### config.mk
export PLATFORM = sky130hd
export DESIGN_NAME = tbm_lookup_engine
export DESIGN_NICKNAME = d
export VERILOG_FILES = /design/src/rtl/tbm_pkg.sv /design/src/rtl/tbm_rank.sv /design/src/rtl/tbm_node_eval.sv /design/src/rtl/tbm_lookup_engine.sv
export SDC_FILE = /design/constraint.sdc
export NUM_CORES = 1
export LEC_CHECK = 0
export BUFFER_PORTS_ARGS = -buffer_cell sky130_fd_sc_hd__buf_2
export CORE_ASPECT_RATIO = 2
export CORE_MARGIN = 2
export CORE_UTILIZATION = 53
export CTS_CLUSTER_DIAMETER = 80
export DETAILED_ROUTE_END_ITERATION = 12
export PLACE_DENSITY = 0.78
export SLEW_MARGIN = 10
export SYNTH_ARGS = -nofsm -noshare
export SYNTH_HDL_FRONTEND = slang
export SYNTH_SLANG_ARGS = --single-unit
export TNS_END_PERCENT = 30
### constraint.sdc
create_clock -name clk -period 9.8 [get_ports clk]
set_clock_uncertainty 0.15 [all_clocks]
set_input_delay 1.96 -clock clk [delete_from_list [all_inputs] [get_ports clk]]
set_output_delay 1.96 -clock clk [all_outputs]
set_load 0.01 [all_outputs]
### src/rtl/tbm_pkg.sv
package tbm_pkg;

  typedef enum logic [2:0] {
    ST_IDLE,
    ST_NODE_REQ,
    ST_NODE_WAIT,
    ST_NH_REQ,
    ST_NH_WAIT,
    ST_DONE
  } walk_state_t;

endpackage

### src/rtl/tbm_rank.sv
// Counts the set bits strictly below a position in a bitmap.
module tbm_rank #(
  parameter int WIDTH = 8,
  localparam int POS_W = (WIDTH > 1) ? $clog2(WIDTH) : 1,
  localparam int CNT_W = $clog2(WIDTH + 1)
) (
  input  logic [WIDTH-1:0] bits,
  input  logic [POS_W-1:0] pos,
  output logic [CNT_W-1:0] count
);

  always_comb begin
    count = '0;
    for (int i = 0; i < WIDTH; i++) begin
      if (i < int'(pos) && bits[i]) count = count + 1'b1;
    end
  end

endmodule

### src/rtl/tbm_node_eval.sv
// Decodes one trie node word against one address slice.
module tbm_node_eval #(
  parameter int STRIDE = 3,
  parameter int PTR_W  = 8,
  localparam int PBM_W  = 1 << STRIDE,
  localparam int FBM_W  = (1 << (STRIDE + 1)) - 1,
  localparam int NODE_W = PBM_W + FBM_W + 2 * PTR_W,
  localparam int FIDX_W = $clog2(FBM_W)
) (
  input  logic [NODE_W-1:0] node,
  input  logic [STRIDE-1:0] slice,
  output logic              has_child,
  output logic [PTR_W-1:0]  child_addr,
  output logic              match,
  output logic [PTR_W-1:0]  nh_addr
);

  localparam int PCNT_W = $clog2(PBM_W + 1);
  localparam int FCNT_W = $clog2(FBM_W + 1);

  logic [PBM_W-1:0]  child_bm;
  logic [FBM_W-1:0]  pfx_bm;
  logic [PTR_W-1:0]  child_base;
  logic [PTR_W-1:0]  nh_base;
  logic [FIDX_W-1:0] match_pos;
  logic [PCNT_W-1:0] child_rank;
  logic [FCNT_W-1:0] pfx_rank;

  assign child_bm   = node[PBM_W-1:0];
  assign pfx_bm     = node[PBM_W +: FBM_W];
  assign child_base = node[PBM_W + FBM_W +: PTR_W];
  assign nh_base    = node[PBM_W + FBM_W + PTR_W +: PTR_W];

  assign has_child  = child_bm[slice];

  // Longest prefix wins: later (longer) lengths overwrite shorter ones.
  always_comb begin
    match     = 1'b0;
    match_pos = '0;
    for (int l = 0; l <= STRIDE; l++) begin
      int idx;
      idx = (1 << l) - 1 + int'(slice >> (STRIDE - l));
      if (pfx_bm[idx]) begin
        match     = 1'b1;
        match_pos = FIDX_W'(idx);
      end
    end
  end

  tbm_rank #(.WIDTH(PBM_W)) u_child_rank (
    .bits  (child_bm),
    .pos   (slice),
    .count (child_rank)
  );

  tbm_rank #(.WIDTH(FBM_W)) u_pfx_rank (
    .bits  (pfx_bm),
    .pos   (match_pos),
    .count (pfx_rank)
  );

  assign child_addr = child_base + PTR_W'(child_rank);
  assign nh_addr    = nh_base + PTR_W'(pfx_rank);

endmodule

### src/rtl/tbm_lookup_engine.sv
module tbm_lookup_engine
  import tbm_pkg::*;
#(
  parameter int ADDR_W    = 12,
  parameter int STRIDE    = 3,
  parameter int PTR_W     = 8,
  parameter int NH_W      = 8,
  parameter int ROOT_ADDR = 0,
  localparam int NODE_W = (1 << STRIDE) + (1 << (STRIDE + 1)) - 1 + 2 * PTR_W
) (
  input  logic              clk,
  input  logic              rst_n,
  input  logic              req_valid,
  output logic              req_ready,
  input  logic [ADDR_W-1:0] req_addr,
  output logic              mem_req_valid,
  input  logic              mem_req_ready,
  output logic [PTR_W-1:0]  mem_req_addr,
  input  logic              mem_rsp_valid,
  input  logic [NODE_W-1:0] mem_rsp_data,
  output logic              res_valid,
  input  logic              res_ready,
  output logic              res_found,
  output logic [NH_W-1:0]   res_nexthop
);

  localparam int LEVELS = ADDR_W / STRIDE;
  localparam int LVL_W  = $clog2(LEVELS + 1);

  walk_state_t       st;
  logic [ADDR_W-1:0] addr_sh;
  logic [LVL_W-1:0]  level;
  logic [PTR_W-1:0]  node_ptr;
  logic              best_vld;
  logic [PTR_W-1:0]  best_nh;
  logic              found_q;
  logic [NH_W-1:0]   nh_q;

  logic              ev_child;
  logic [PTR_W-1:0]  ev_child_addr;
  logic              ev_match;
  logic [PTR_W-1:0]  ev_nh_addr;
  logic              last_level;

  tbm_node_eval #(.STRIDE(STRIDE), .PTR_W(PTR_W)) u_eval (
    .node       (mem_rsp_data),
    .slice      (addr_sh[ADDR_W-1 -: STRIDE]),
    .has_child  (ev_child),
    .child_addr (ev_child_addr),
    .match      (ev_match),
    .nh_addr    (ev_nh_addr)
  );

  assign last_level = (level == LVL_W'(LEVELS - 1));

  always_ff @(posedge clk or negedge rst_n) begin
    if (!rst_n) begin
      st       <= ST_IDLE;
      addr_sh  <= '0;
      level    <= '0;
      node_ptr <= '0;
      best_vld <= 1'b0;
      best_nh  <= '0;
      found_q  <= 1'b0;
      nh_q     <= '0;
    end else begin
      case (st)
        ST_IDLE: begin
          if (req_valid) begin
            addr_sh  <= req_addr;
            level    <= '0;
            node_ptr <= PTR_W'(ROOT_ADDR);
            best_vld <= 1'b0;
            st       <= ST_NODE_REQ;
          end
        end
        ST_NODE_REQ: begin
          if (mem_req_ready) st <= ST_NODE_WAIT;
        end
        ST_NODE_WAIT: begin
          if (mem_rsp_valid) begin
            if (ev_match) begin
              best_vld <= 1'b1;
              best_nh  <= ev_nh_addr;
            end
            if (ev_child && !last_level) begin
              node_ptr <= ev_child_addr;
              level    <= level + 1'b1;
              addr_sh  <= addr_sh << STRIDE;
              st       <= ST_NODE_REQ;
            end else if (ev_match || best_vld) begin
              st <= ST_NH_REQ;
            end else begin
              found_q <= 1'b0;
              nh_q    <= '0;
              st      <= ST_DONE;
            end
          end
        end
        ST_NH_REQ: begin
          if (mem_req_ready) st <= ST_NH_WAIT;
        end
        ST_NH_WAIT: begin
          if (mem_rsp_valid) begin
            found_q <= 1'b1;
            nh_q    <= mem_rsp_data[NH_W-1:0];
            st      <= ST_DONE;
          end
        end
        ST_DONE: begin
          if (res_ready) st <= ST_IDLE;
        end
        default: st <= ST_IDLE;
      endcase
    end
  end

  assign req_ready     = (st == ST_IDLE);
  assign mem_req_valid = (st == ST_NODE_REQ) || (st == ST_NH_REQ);
  assign mem_req_addr  = (st == ST_NH_REQ) ? best_nh : node_ptr;
  assign res_valid     = (st == ST_DONE);
  assign res_found     = found_q;
  assign res_nexthop   = nh_q;

endmodule

==> impl_metrics.py <==
metrics = {
    "flow_run": {
        "cap_viol_max_count": 0,
    },
    "setup_path": {
        "cp_slowest_stage_delay_ps": 500,
        "rrSetupSlack_ps": 350,
        "r2r-end": "best_nh[7]",
        "cp_common_cell": "ha_1",
        "arrival_ps": 10230,
        "cp_data_required_time_ps": 9800,
        "worstReg2RegStart": "addr_sh[9]",
        "critical_path.endpoint_type": "register",
        "startpoint": "mem_rsp_data[12]",
        "cp_slowest_cell": "mux4_2",
        "crit_fanout": 5,
        "worstSetupPathType": "in -> reg",
        "r2r.worst_path.cells": 49,
        "critPathLaunchType": "primary input",
    },
    "clocking": {
        "cts_max_level": 2,
        "numCtsBuffers": 5,
        "cts_tree": "built",
        "cts_sinks": 44,
        "clock_path_buffers": 2,
        "cts.clk_slew.worst_paths_ps": 70,
        "cts_root_buf": "clkbuf_16",
        "clkLatencyLatePin_ps": 290,
        "cts-hold-fix-buffers": 0,
    },
    "run_status": {
        "failed_checks": "setup timing",
        "outcome": "complete, but fails checks",
    },
    "detailed_routing": {
        "vias_per_cell": 6.04,
        "drt_iter0_drc": 350,
        "wirelength_um": 16500,
        "drc": 0,
        "wl_per_cell_um": 17.9,
        "dr_total_vias": 5582,
        "first_pass_iters": 5,
        "antenna_left": 0,
    },
    "hold_path": {
        "worst_hold_path_type": "reg -> reg",
        "hold_start": "node_ptr[1]",
        "hold-path-cell-count": 2,
        "hold-path-endpoint": "node_ptr[1]",
    },
    "grt": {
        "track_usage": 0.311,
        "antenna_found_initial": 0,
        "grt_max_degree": 45,
        "grt_first_pass_wirelength_um": 26100,
        "grt_pass1_vias": 5820,
        "grt_overflow": 0,
    },
    "floorplan": {
        "io_pins": 77,
        "initial_core_util": 0.540,
        "die_y_um": 145,
        "dieArea_sq_um": 10700,
        "fp.dieW_um": 74.3,
        "rows": 51,
        "core_area_sq_um": 9700,
    },
    "timing": {
        "rsz0062_at_grt": "true",
        "fin_crit_sh": 1.04,
        "slew_viol_final": 0,
        "slew_headroom": 0.279,
        "max_freq_ghz": 0.0978,
        "hold_viol_final": 0,
        "finalSetupViolations": 6,
        "period_needed_ps": 10230,
        "setup_ws_ps": -428,
        "tns_ps": -1910,
        "tightest_slew_ps": 1080,
    },
    "synth": {
        "synthDistinctLibCells": 85,
        "ys_seq_area_frac": 0.210,
        "synthesis.area_sq_um": 5240,
        "async_flop_share": 1.00,
        "synth.top_cell.area_share": 0.210,
        "synth_area_per_cell_sq_um": 8.24,
        "netlist_top_cells_count": "nand2_1, o21ai_0, dfrtp_1, ha_1, xnor2_1",
        "yosys-top-cells-area": "dfrtp_1, ha_1, xnor2_1",
        "syn-instance-count": 636,
        "ys_ff_latch": 44,
        "synth-main-ff-cell": "dfrtp_1",
        "syn-num-nets": 732,
        "yosysWarningCount": 0,
        "yosysTopAreaCell": "dfrtp_1",
        "synth-edff-count": 0,
        "yosysMostFrequentCell": "nand2_1",
    },
    "placement": {
        "place_inst": 900,
        "io_buffers": 76,
        "dp_hpwl_um": 12600,
        "place_congestion": 0.923,
        "place_area_sq_um": 6350,
    },
    "final_layout": {
        "stdcell_count": 924,
        "nets": 887,
        "area_growth_pct": 31.5,
        "drive_above_1_share": 0.348,
        "fin_util": 0.710,
        "final_area_sq_um": 6890,
        "antenna_cells": 0,
    },
}
[layout make-up]
cell class                      count  area (sq um)
Fill cell                         763          2810
Tap cell                          132           165
Clock inverter                      2          38.8
Timing Repair Buffer              174          1150
Sequential cell                    44          1100
Clock buffer                        6           139
Multi-Input combinational cell    532          4170
Inverter                           34           128
[cells by family (layout without fill, tap and decap cells)]
kind of cell             after synthesis  in the layout  synth area share
AND/OR/NAND/NOR                      213            213             0.195
AO/OA/AOI/OAI                        173            173             0.229
XOR/XNOR                              68             68             0.132
buffers and inverters                 60            216            0.0480
flip-flops                            44             44             0.210
adder cells (fa/ha/maj)               39             39            0.0960
multiplexers                          39             39            0.0898
[sequential cells by signal, indices dropped and copies added, names as in the netlist]
signal and flops:
best_nh 8, res_nexthop 8, node_ptr 8, best_vld 1, st 3, level 3, addr_sh 12, res_found 1
[how the worst max path moves through the flow]
stage	slack, ps	end	cells after the start
final	-430	best_nh[7]	48
after global routing	-900	best_nh[7]	48
after CTS	-310	best_nh[7]	47
after detailed placement	-940	best_nh[7]	45
after global placement	-610	best_nh[7]	48
after floorplan	-380	best_nh[7]	47
[per-layer routing]
metal / vias to the layer above / global-route usage / share of wire
li1: 2594 / - / -
met1: 2647 / 0.288 / 0.33
met2: 245 / 0.595 / 0.56
met3: 96 / 0.0418 / 0.040
met4: 0 / 0.211 / 0.072
met5: - / 0 / 0
[critical path, delay by kind of cell]
kind            cells  cell delay [ps]
xor+xnor            6              980
fa+ha+maj           7             2010
simple gates        9             1240
mux                 1              500
buf+inv             4              340
compound gates     21             3130
[timing repair]
item | CTS | global route
pin swaps | 38 | 22
setup endpoints to repair | 6 | 7
resized for setup | 35 | 21
setup buffers | 8 | 8
endpoints found under the hold margin | 0 | 0
[stage by stage]
stage | hold slack, ps | setup slack, ps
global route | 368 | -904
global placement | 307 | -613
detailed placement | 316 | -937
CTS | 331 | -306
floorplan | 288 | -379
finish | 327 | -428
[layout by cell type (no fill, tap or decap), types with 4 or more instances in the layout]
master	netlist	layout
a21oi_1	28	19
nand2b_1	11	9
o211ai_1	4	4
mux2_2	14	13
o22ai_1	4	4
o21ai_2	1	5
mux4_2	5	5
xnor2_1	37	32
nor3_1	17	17
buf_6	2	6
clkbuf_16	0	5
xor2_1	23	23
a21oi_2	0	8
ha_4	0	4
dfrtp_1	44	44
inv_2	1	4
xnor2_2	4	9
nand4_1	6	6
mux2i_1	20	20
buf_2	6	72
nand2_1	82	79
a22o_1	8	8
o21ai_1	5	11
a31oi_1	8	6
or3_1	4	4
inv_1	33	30
nor2_1	34	33
a21o_1	6	6
nand2_2	1	4
ha_1	37	32
nor2b_1	12	11
and3_1	6	5
o21a_1	5	4
o21ai_0	52	42
nand3_1	18	18
buf_4	1	96
Power is not shown: default switching activity piles up to over one toggle a cycle in this logic, so the estimate is an artifact.
